$ cat src/rtl/rx_stat_pkg.sv
// Shared types for the receive statistics bank.
// Assumes outcome codes fit in three bits and are mutually exclusive per frame.
package rx_stat_pkg;

    localparam int OUTCOME_W = 3;

    typedef enum logic [OUTCOME_W-1:0] {
        RX_CLEAN         = 3'd0,
        RX_TOO_LONG      = 3'd1,
        RX_FCS_BAD       = 3'd2,
        RX_LEN_BAD       = 3'd3,
        RX_ALIGN_BAD     = 3'd4,
        RX_OVERRUN       = 3'd5,
        RX_FULL_AT_START = 3'd6,
        RX_RESERVED      = 3'd7
    } rx_outcome_e;

endpackage

$ cat src/rtl/rx_stat_qualify.sv
// Turns an end-of-frame strobe and its outcome into per-counter increments.
// Assumes one strobe carries one outcome. Unmatched frames never count.
module rx_stat_qualify
    import rx_stat_pkg::*;
(
    input  logic        stat_en,
    input  logic        ev_valid,
    input  logic        ev_addr_hit,
    input  rx_outcome_e ev_code,
    output logic        inc_lost,
    output logic        inc_good
);

    logic accept;

    // Decide which counter, if any, this frame advances.
    always_comb begin
        accept   = stat_en && ev_valid && ev_addr_hit;
        inc_lost = accept && (ev_code == RX_OVERRUN);
        inc_good = accept && (ev_code == RX_CLEAN);
    end

endmodule

$ cat src/rtl/rx_stat_counter.sv
// Wrapping event counter with clear-on-read and a threshold-entry pulse.
// Assumes clr comes from a host read; an event in the same cycle leaves 1.
module rx_stat_counter #(
    parameter int W      = 8,
    parameter int THRESH = 192
) (
    input  logic         clk,
    input  logic         rst_n,
    input  logic         inc,
    input  logic         clr,
    output logic [W-1:0] cnt,
    output logic         hit
);

    localparam logic [W-1:0] PRE_HIT = W'(THRESH - 1);
    localparam logic [W-1:0] ONE     = W'(1);

    // Count, wrap naturally, and restart on read without losing an event.
    always_ff @(posedge clk) begin
        if (!rst_n) begin
            cnt <= '0;
        end else if (clr) begin
            cnt <= inc ? ONE : '0;
        end else if (inc) begin
            cnt <= cnt + ONE;
        end
    end

    // Pulse when the next edge moves the count into the threshold.
    always_comb begin
        hit = inc && !clr && (cnt == PRE_HIT);
    end

endmodule

$ cat src/rtl/rx_stat_bank.sv
// Receive statistics bank: lost-frame and good-frame counters behind a
// byte register port, with a sticky update flag set on threshold entry.
// Assumes one host address per cycle; read data is combinational.
module rx_stat_bank
    import rx_stat_pkg::*;
#(
    parameter int                LOST_W      = 8,
    parameter int                GOOD_W      = 16,
    parameter int                THRESH      = 192,
    parameter int                ADDR_W      = 8,
    parameter logic [ADDR_W-1:0] OFF_LOST    = 8'h79,
    parameter logic [ADDR_W-1:0] OFF_GOOD_LO = 8'h72,
    parameter logic [ADDR_W-1:0] OFF_GOOD_HI = 8'h73,
    parameter logic [ADDR_W-1:0] OFF_FLAG    = 8'h40
) (
    input  logic              clk,
    input  logic              rst_n,
    input  logic              stat_en,
    input  logic              rx_evt,
    input  logic [2:0]        rx_outcome,
    input  logic              rx_addr_match,
    input  logic              reg_rd,
    input  logic              reg_wr,
    input  logic [ADDR_W-1:0] reg_addr,
    input  logic [7:0]        reg_wdata,
    output logic [7:0]        reg_rdata,
    output logic              upd_irq
);

    localparam int HI_W = GOOD_W - 8;

    logic              inc_lost;
    logic              inc_good;
    logic [LOST_W-1:0] lost_cnt;
    logic [GOOD_W-1:0] good_cnt;
    logic              hit_lost;
    logic              hit_good;
    logic              sel_lost;
    logic              sel_glo;
    logic              sel_ghi;
    logic              sel_flag;
    logic              rd_lost;
    logic              rd_good;
    logic              flag_clr;
    logic [HI_W-1:0]   shadow_hi;
    logic              upd_flag;
    logic              unused_wdata;

    rx_stat_qualify u_qual (
        .stat_en     (stat_en),
        .ev_valid    (rx_evt),
        .ev_addr_hit (rx_addr_match),
        .ev_code     (rx_outcome_e'(rx_outcome)),
        .inc_lost    (inc_lost),
        .inc_good    (inc_good)
    );

    rx_stat_counter #(.W(LOST_W), .THRESH(THRESH)) u_lost (
        .clk   (clk),
        .rst_n (rst_n),
        .inc   (inc_lost),
        .clr   (rd_lost),
        .cnt   (lost_cnt),
        .hit   (hit_lost)
    );

    rx_stat_counter #(.W(GOOD_W), .THRESH(THRESH)) u_good (
        .clk   (clk),
        .rst_n (rst_n),
        .inc   (inc_good),
        .clr   (rd_good),
        .cnt   (good_cnt),
        .hit   (hit_good)
    );

    // Decode the host offset into register selects and side effects.
    always_comb begin
        sel_lost     = (reg_addr == OFF_LOST);
        sel_glo      = (reg_addr == OFF_GOOD_LO);
        sel_ghi      = (reg_addr == OFF_GOOD_HI);
        sel_flag     = (reg_addr == OFF_FLAG);
        rd_lost      = reg_rd && sel_lost;
        rd_good      = reg_rd && sel_glo;
        flag_clr     = reg_wr && sel_flag && reg_wdata[0];
        unused_wdata = ^reg_wdata[7:1];
    end

    // Return the selected register in the read cycle, zero otherwise.
    always_comb begin
        reg_rdata = '0;
        if (reg_rd) begin
            if (sel_lost) begin
                reg_rdata = 8'(lost_cnt);
            end else if (sel_glo) begin
                reg_rdata = good_cnt[7:0];
            end else if (sel_ghi) begin
                reg_rdata = 8'(shadow_hi);
            end else if (sel_flag) begin
                reg_rdata = {7'b0, upd_flag};
            end
        end
    end

    // Capture the upper byte when the low byte is read.
    always_ff @(posedge clk) begin
        if (!rst_n) begin
            shadow_hi <= '0;
        end else if (rd_good) begin
            shadow_hi <= good_cnt[GOOD_W-1:8];
        end
    end

    // Sticky update flag: threshold entry sets it and beats a host clear.
    always_ff @(posedge clk) begin
        if (!rst_n) begin
            upd_flag <= 1'b0;
        end else if (hit_lost || hit_good) begin
            upd_flag <= 1'b1;
        end else if (flag_clr) begin
            upd_flag <= 1'b0;
        end
    end

    assign upd_irq = upd_flag;

endmodule

$ cat config.mk
export PLATFORM = sky130hd
export DESIGN_NAME = rx_stat_bank
export DESIGN_NICKNAME = d
export VERILOG_FILES = /design/src/rtl/rx_stat_pkg.sv /design/src/rtl/rx_stat_qualify.sv /design/src/rtl/rx_stat_counter.sv /design/src/rtl/rx_stat_bank.sv
export SDC_FILE = /design/constraint.sdc
export NUM_CORES = 1
export LEC_CHECK = 0
export ABC_AREA = 1
export BUFFER_PORTS_ARGS = -buffer_cell sky130_fd_sc_hd__buf_2
export CORE_ASPECT_RATIO = 0.7
export CORE_MARGIN = 8
export CORE_UTILIZATION = 56
export DETAILED_ROUTE_END_ITERATION = 7
export GPL_ROUTABILITY_DRIVEN = 0
export HOLD_SLACK_MARGIN = 0.15
export PLACE_DENSITY = 0.86
export RECOVER_POWER = 100
export SYNTH_ARGS = -nofsm -noshare
export SYNTH_HDL_FRONTEND = slang
export SYNTH_HIERARCHICAL = 1
export SYNTH_SLANG_ARGS = --single-unit
export TNS_END_PERCENT = 10
$ cat constraint.sdc
create_clock -name clk -period 1.7 [get_ports clk]
set_clock_uncertainty 0.2 [all_clocks]
set_input_delay 0.17 -clock clk [delete_from_list [all_inputs] [get_ports clk]]
set_output_delay 0.17 -clock clk [all_outputs]
set_load 0.005 [all_outputs]
# --- Word level (Yosys, flattened, before mapping) ---
# Index checks and enable logic that the tools add are counted.
classes:
  eq_ne: 7
  addsub: 2
  muxes: 13
  reduce_logical: 19
op_table:
  columns: ["cell", "n"]
  rows:
  - ["2-to-1 mux 8 bit", 6]
  - ["equality test 8 x 7 -> 1 bit, second input constant", 4]
  - ["2-to-1 mux 16 bit", 2]
  - ["adder 16 x 1 -> 16 bit, second input constant", 1]
  - ["equality test 16 x 8 -> 1 bit, second input constant", 1]
  - ["logical AND 1 bit", 12]
  - ["adder 8 x 1 -> 8 bit, second input constant", 1]
  - ["equality test 8 bit, second input constant", 1]
  - ["nonzero test 2 bit", 3]
  - ["2-to-1 mux 1 bit", 5]
  - ["equality test 3 bit, second input constant", 1]
  - ["logical NOT 3 bit", 1]
  - ["logical NOT 1 bit", 2]
  - ["logical OR 1 bit", 1]
word_totals:
  ff_bits: 33
  wordCells: 45
  out_inout_bits: 9

# --- Logic depth before layout (Yosys ltp) ---
# Gate-level depths: netlist (run 1).
depth:
  depth_word: 7
  depth_mapped: 13

# --- Modules after synthesis ---
# The synthesis (run 1) kept the hierarchy.
by_module_without_submodules:
  columns: ["mod", "seq_area_each_um2", "cells_per_inst", "instances", "area_per_inst_um2"]
  rows:
  - ["rx_stat_counter (u_good)", 320.3, 137, 1, 889.6]
  - ["rx_stat_bank", 180.2, 111, 1, 767.0]
  - ["rx_stat_counter (u_lost)", 160.2, 59, 1, 409.1]
  - ["rx_stat_qualify", 0.0, 8, 1, 35.0]

# --- Worst setup path before layout (run 1) ---
# Ideal clock, no wire load.
synth_path:
  path_type: "in2reg"
  startpoint: "input reg_addr[0]"
  endpoint: "register upd_flag (netlist: upd_irq)"
  t_required_ns: 1.383
  path_buffers: 1
  path_slack_ns: 0.171
  arrival_ns: 1.212
  cell_stages: 13
  path_cell_list: "inv_1 nand2_2 nor2_8 nand3_4 buf_6 inv_1 inv_1 nand2_1 nor3_1 nand3_1 nor2_1 nor2_1 a21oi_1"
synth_via:
  elab_chain_cells: 7
synth_lines:
  columns: ["element", "line_no", "source"]
  rows:
  - ["start, declared", "rx_stat_bank.sv:24", "input logic [ADDR_W-1:0] reg_addr,"]
  - ["equality test 8 x 7 -> 1 bit *", "rx_stat_bank.sv:79", "sel_glo = (reg_addr == OFF_GOOD_LO);"]
  - ["logical AND 1 bit *", "rx_stat_bank.sv:83", "rd_good = reg_rd && sel_glo;"]
  - ["named net rd_good", "rx_stat_bank.sv:43", "logic rd_good;"]
  - ["logical NOT 1 bit *", "rx_stat_counter.sv:31", "hit = inc && !clr && (cnt == PRE_HIT);"]
  - ["logical AND 1 bit * (2 in series)", "rx_stat_counter.sv:31", null]
  - ["named net hit_good", "rx_stat_bank.sv:37", "logic hit_good;"]
  - ["logical OR 1 bit *", "rx_stat_bank.sv:117", "end else if (hit_lost || hit_good) begin"]
  - ["2-to-1 mux 1 bit / nonzero test 2 bit (equally long branches)", null, null]
  - ["end signal, assigned", "rx_stat_bank.sv:116", "upd_flag <= 1'b0;"]
  - ["end signal, assigned", "rx_stat_bank.sv:118", "upd_flag <= 1'b1;"]
  - ["end signal, assigned", "rx_stat_bank.sv:120", "upd_flag <= 1'b0;"]
  - ["end, declared", "rx_stat_bank.sv:46", "logic upd_flag;"]
# The timed path passes the listed nets; every way through them passes the cells marked *.
# A chain may end at the register's enable or synchronous reset.

# --- Worst setup path after layout (run 1) ---
layout_path:
  startpoint: "register u_good.cnt[0]"
  endpoint: "output reg_rdata[0]"
layout_via:
  elab_chain_cells: 3
layout_lines:
  columns: ["element", "line_no", "source"]
  rows:
  - ["start, declared", "rx_stat_counter.sv:11", "output logic [W-1:0] cnt,"]
  - ["start signal, assigned", "rx_stat_counter.sv:23", "cnt <= inc ? ONE : '0;"]
  - ["start signal, assigned", "rx_stat_counter.sv:25", "cnt <= cnt + ONE;"]
  - ["2-to-1 mux 8 bit", "rx_stat_bank.sv:94", "end else if (sel_glo) begin"]
  - ["2-to-1 mux 8 bit", "rx_stat_bank.sv:92", "if (sel_lost) begin"]
  - ["2-to-1 mux 8 bit", "rx_stat_bank.sv:91", "if (reg_rd) begin"]
  - ["end, declared", "rx_stat_bank.sv:26", "output logic [7:0] reg_rdata,"]
# No other way between the ends.

==> results of run 1 <==
sequential cells by signal (all words and copies together) (netlist names):
| signal | count |
|---|---|
| shadow_hi | 8 |
| upd_irq | 1 |
| u_lost/cnt | 8 |
| u_good/cnt | 16 |
per-layer routing:
metal  wire (µm)  vias to the layer above  GRT usage (%)
met5           0                        -              0
met4         104                        0          7.216
met3         540                       12          5.939
met2        2387                       82          29.74
met1        2487                      945          25.35
li1            -                     1109              -
how the worst max path moves through the flow:
stage                                    start                          to  slack (ns)  cells past startpoint
floorplan                          reg_addr[0]        upd_irq$_SDFFE_PN0P_        0.17                     13
global placement                   reg_addr[0]  u_good/cnt[2]$_SDFFE_PN0P_       -0.24                      9
detailed placement                 reg_addr[5]  u_good/cnt[4]$_SDFFE_PN0P_       -0.29                      8
CTS                                reg_addr[5]  u_good/cnt[4]$_SDFFE_PN0P_        0.03                      8
global route        u_lost/cnt[1]$_SDFFE_PN0P_        upd_irq$_SDFFE_PN0P_       -0.02                      7
finish              u_good/cnt[0]$_SDFFE_PN0P_                reg_rdata[0]        0.07                      6
timing repair:
action                                  CTS  global route
endpoints found under the setup margin    3            20
setup buffers                             0             1
resized for setup                         1            10
pin swaps                                 0             5
endpoints found under the hold margin    11             1
where the power goes:
group          internal (µW)  switching [µW]  total, µW
Clock                    478             300        778
Combinational           55.1            76.0        131
Sequential               774            1.03        775
metrics by stage:
stage                     power (µW)  hold slack (ns)  area [µm²]  setup TNS [ns]  std cells
after floorplan                857.7          0.07922        2101               0        315
after global placement         907.1           0.2392        2416          -1.515        408
after detailed placement       911.3           0.2501        2416          -1.854        408
after CTS                       1689           0.1756        2615               0        424
after global routing            1743          0.09045        2571        -0.08816        421
final                           1684          0.06602        2571               0        421
synth_stat cells (all sizes together):
cell	n	share of area [%]
a21oi	22	5.6
a31oi	1	0.30
and3	1	0.36
buf	5	1.9
dfxtp	33	31
ha	2	1.2
inv	50	8.9
nand2	77	16
nand3	34	9.3
nand4	2	0.60
nor2	50	13
nor3	9	2.6
nor4	1	0.30
o21ai	27	7.7
o21bai	1	0.36
layout make-up:
type / instances / area (µm²) / area share [%]
timing repair buffer: 53 / 334.1 / 12.99
inverter: 50 / 187.7 / 7.299
tap: 50 / 62.56 / 2.433
sequential: 33 / 660.6 / 25.69
clock buffer: 7 / 86.33 / 3.358
multi-input combinational: 227 / 1210 / 47.06
clock inverter: 1 / 30.03 / 1.168
kinds of logic after synthesis:
group	Yosys count	share of synthesized area, %
fa+ha+maj	2	1.191
compound gates	51	13.94
simple gates	174	42.58
buf+inv	55	10.84
flops	33	31.45
critical path, delay by kind of cell, from the launching register on:
family / cells / cell delay, ns
buffers and inverters: 3 / 0.32
AO/OA/AOI/OAI: 1 / 0.14
AND/OR/NAND/NOR: 2 / 0.17
flip-flops: 1 / 0.34
==> results.json, run 1 <==
{
  "insertion_delay_ns": 0.29,
  "rsz0062_at_grt": "true",
  "cts.sink_count": 33,
  "crit_required_ns": 1.33,
  "cts_max_level": 2,
  "hold_buffers": 8,
  "critical_path_class": "reg -> out",
  "io_pins": 35,
  "min-delay-path-class": "in -> reg",
  "layout_common_cells": "sky130_fd_sc_hd__nand2_1, sky130_fd_sc_hd__inv_1, sky130_fd_sc_hd__nor2_1, sky130_fd_sc_hd__dfxtp_1, sky130_fd_sc_hd__nand3_1",
  "vias": 2148,
  "synthesis.yosys.warnings": 6,
  "reg2reg_setup_slack_ns": 0.11,
  "worst-path-max-fanout": 4,
  "ys_seq_area_share_pct": 31.45,
  "area_delta_synth_final_pct": 22.39,
  "syn-num-nets": 343,
  "chipWidth_um": 89.21,
  "min_period_ns": 1.632,
  "setup_viol": 0,
  "wire_length_of_the_first_global_routing_pass_mm": 9.066,
  "maxClockFrequency_ghz": 0.6129,
  "clkTransAtPathRegs_ns": 0.07,
  "max-vdd-ir-drop_mv": 0.4414,
  "drv.max_cap_violation_count": 0,
  "num_antenna_cells": 0,
  "rr_startpoint": "u_lost/cnt[1]$_SDFFE_PN0P_",
  "numPortBuffers": 27,
  "min_delay_worst_endpoint": "u_lost/cnt[2]$_SDFFE_PN0P_",
  "vias_per_cell": 5.102,
  "final_nets": 398,
  "dp_hpwl_mm": 3.982,
  "cts_tree": "yes",
  "holdPathStages": 5,
  "timing.slew.headroom_pct": 62.67,
  "die-height_um": 67.25,
  "status": "finished, final reports clean",
  "finalWirelength_mm": 5.520,
  "end_kind": "output port",
  "globalRouteOverflowTotal": 0,
  "timing.critical_path.cells": "buf_4 -> nand3_1 -> nand2_1 -> inv_1 -> a21oi_1 -> buf_2",
  "min_period_over_period_pct": 95.98,
  "crit_arrival_ns": 1.26,
  "via_count_of_the_first_global_routing_pass": 2021,
  "detailedRoute.firstIterationViolations": 220,
  "rows": 18,
  "clock_tree.root_cell": "sky130_fd_sc_hd__clkbuf_8",
  "worstReg2RegEnd": "upd_irq$_SDFFE_PN0P_",
  "worst-slew-pin-transition_ns": 0.5593,
  "final_core_utilization_pct": 72.26,
  "r2r.worst_path.cells": 7,
  "timing_hold_violations_final": 0,
  "crit_path_top_delay_cell": "sky130_fd_sc_hd__dfxtp_1",
  "initial_antenna_violation_count": 0,
  "max_stage_delay_ns": 0.34,
  "design.core.area_um2": 3558,
  "grt_start_max_net_pins": 17,
  "num-fill-cells": 313,
  "track_usage_pct": 19.49,
  "detail-route-antenna-nets": 0,
  "layout.cells.most_common": "sky130_fd_sc_hd__nand2_1",
  "maximum_clock_path_buffer_count": 2,
  "hold_start": "rx_outcome[0]",
  "leakage_uw": 0.001144,
  "place_ws_ns": -0.2878,
  "initial_core_util_pct": 59.04,
  "design.die.area_um2": 5999,
  "synth.distinct_cells": 27,
  "synth_seq_cells": 33,
  "post-route-drc-count": 0,
  "element_type_at_the_critical_path_start": "flop",
  "numCtsBuffers": 5,
  "drive_gt1_share_pct": 24.26,
  "finalWorstSetupSlack_ns": 0.06828,
  "finalMaxSlewViolations": 0,
  "power.density_nw_per_um2": 655.0,
  "firstDrtPassIters": 4,
  "avgSynthCellArea_um2": 6.669,
  "post_drt_wl_per_cell_um": 13.11,
  "syn_area_um2": 2101,
  "synth_cells": 315
}
Note: power is estimated with default switching activity, not from simulation.
==> inputs of run 2 (changes only) <==
--- a/config.mk
+++ b/config.mk
@@ -7,13 +7,15 @@
 export LEC_CHECK = 0
 export ABC_AREA = 1
 export BUFFER_PORTS_ARGS = -buffer_cell sky130_fd_sc_hd__buf_2
+export CELL_PAD_IN_SITES_DETAIL_PLACEMENT = 1
+export CELL_PAD_IN_SITES_GLOBAL_PLACEMENT = 1
 export CORE_ASPECT_RATIO = 0.7
 export CORE_MARGIN = 8
-export CORE_UTILIZATION = 56
+export CORE_UTILIZATION = 39
 export DETAILED_ROUTE_END_ITERATION = 7
 export GPL_ROUTABILITY_DRIVEN = 0
 export HOLD_SLACK_MARGIN = 0.15
-export PLACE_DENSITY = 0.86
+export PLACE_DENSITY = 0.85
 export RECOVER_POWER = 100
 export SYNTH_ARGS = -nofsm -noshare
 export SYNTH_HDL_FRONTEND = slang
==> results.json, run 2 (synthesis results as in run 1) <==
{
  "numPortBuffers": 27,
  "final_nets": 402,
  "status": "finished, final reports clean",
  "vias": 2256,
  "drv.max_cap_violation_count": 0,
  "clkTransAtPathRegs_ns": 0.08,
  "track_usage_pct": 17.21,
  "fin_total_pwr_uw": 1703,
  "setup_viol": 0,
  "power.density_nw_per_um2": 631.9,
  "insertion_delay_ns": 0.29,
  "detail-route-antenna-nets": 0,
  "design.core.area_um2": 5230,
  "chipWidth_um": 103.7,
  "worst_hold_slack_ns": 0.1834,
  "maxClockFrequency_ghz": 0.6047,
  "seq_power_share_pct": 45.5,
  "detailedRoute.firstIterationViolations": 102,
  "p_sw_share_pct": 23.33,
  "finalMaxSlewViolations": 0,
  "timing.slew.headroom_pct": 56.96,
  "min_period_ns": 1.654,
  "hold_start": "rst_n",
  "critical_path_class": "in -> out",
  "cts.sink_count": 33,
  "wire_length_of_the_first_global_routing_pass_mm": 11.39,
  "end_kind": "output port",
  "design.die.area_um2": 8028,
  "rr_startpoint": "u_good/cnt[0]$_SDFFE_PN0P_",
  "largest_registers": "u_good/cnt x16, shadow_hi x8, u_lost/cnt x8",
  "combinationalPowerShare_pct": 8.1,
  "crit_arrival_ns": 1.28,
  "leakage_uw": 0.001197,
  "initial_antenna_violation_count": 0,
  "cts_max_level": 2,
  "area_delta_synth_final_pct": 28.29,
  "crit_required_ns": 1.33,
  "rsz0062_at_grt": "true",
  "reg2reg_setup_slack_ns": 0.05,
  "die-height_um": 77.41,
  "power_switching_uw": 397.2,
  "clock_tree.root_cell": "sky130_fd_sc_hd__clkbuf_8",
  "max-vdd-ir-drop_mv": 0.3801,
  "maximum_clock_path_buffer_count": 2,
  "post-route-drc-count": 0,
  "element_type_at_the_critical_path_start": "input pin",
  "regMostFlops": "u_good/cnt",
  "io_pins": 35,
  "grt_start_max_net_pins": 17,
  "numCtsBuffers": 5,
  "layout_common_cells": "sky130_fd_sc_hd__nand2_1, sky130_fd_sc_hd__inv_1, sky130_fd_sc_hd__nor2_1, sky130_fd_sc_hd__nand3_1, sky130_fd_sc_hd__dfxtp_1",
  "via_count_of_the_first_global_routing_pass": 2385,
  "dp_hpwl_mm": 5.159,
  "min_period_over_period_pct": 97.27,
  "clockPowerShare_pct": 46.4,
  "setup.worst_path.start": "reg_addr[1]",
  "drive_gt1_share_pct": 26.40,
  "placed_instances": 435,
  "initial_core_util_pct": 40.17,
  "timing_hold_violations_final": 0,
  "firstDrtPassIters": 4,
  "num_antenna_cells": 0,
  "largest_register_ffs": 16,
  "rows": 22,
  "min-delay-path-class": "in -> reg",
  "vias_per_cell": 5.047,
  "internal-power_uw": 1306,
  "worst-slew-pin-transition_ns": 0.6449,
  "worst-path-max-fanout": 9,
  "globalRouteOverflowTotal": 0,
  "cts_tree": "yes",
  "finalWirelength_mm": 6.873,
  "layout.cells.most_common": "sky130_fd_sc_hd__nand2_1",
  "post_drt_wl_per_cell_um": 15.38,
  "instances_no_fill": 447
}
[run 2: repair_timing]
action                                 4_1_cts  5_1_grt
buffers inserted                             0        0
pin swaps                                    0        1
hold buffers                                 5        0
endpoints found under the hold margin        7        0
gates resized for setup                      4        8
setup endpoints to repair                   14       11
[run 2: path summary, 6_finish.rpt]
path	to	cells after the start
worst max register to register	u_good/cnt[14]$_SDFFE_PN0P_	7
worst min register to register	shadow_hi[0]$_SDFFE_PN0P_	2
worst min-delay path	u_good/cnt[12]$_SDFFE_PN0P_	5
worst max-delay path	reg_rdata[0]	9
[run 2: stage by stage]
step / TNS (ns) / setup slack [ns] / instance area [µm²] / util (%)
floorplan: 0 / 0.1709 / 2101 / -
global placement: -1.802 / -0.2639 / 2506 / 47.92
detailed placement: -4.041 / -0.4278 / 2506 / 47.92
CTS: 0 / 0.01110 / 2684 / 51.32
global route: -0.1258 / -0.04127 / 2695 / 51.53
finish: 0 / 0.04638 / 2695 / 51.53
[run 2: area by class of cell]
class	count	area, µm²
flip-flops and latches	33	663.1
clock inverters	2	37.54
clock buffers	6	82.58
inverters	50	187.7
well taps	72	90.09
repair buffers	57	392.9
multi-input cells	227	1241
fillers	724	2535
[run 2: power groups by stage]
stage | clock network [µW] | registers, µW | logic (µW)
2_1_floorplan | 0 | 793 | 64.5
3_3_place_gp | 0 | 793 | 119
3_5_place_dp | 0 | 793 | 126
4_1_cts | 801 | 775 | 135
5_1_grt | 844 | 775 | 149
6_report | 791 | 775 | 137
[run 2: worst max-delay path: stages]
cell	delay (ns)
sky130_fd_sc_hd__buf_2	0.11
sky130_fd_sc_hd__buf_2	0.14
sky130_fd_sc_hd__nor3_4	0.21
sky130_fd_sc_hd__nand3_4	0.12
sky130_fd_sc_hd__buf_12	0.16
sky130_fd_sc_hd__nand2_1	0.05
sky130_fd_sc_hd__inv_1	0.03
sky130_fd_sc_hd__a21oi_1	0.13
sky130_fd_sc_hd__buf_2	0.16
[run 2: per-layer routing]
metal	GRT usage (%)	wire [µm]	vias to the layer above
met2	29.05	3226	48
met5	0	0	-
met1	21.74	3243	1085
met3	3.465	345	6
met4	5.180	57	0
li1	-	-	1117
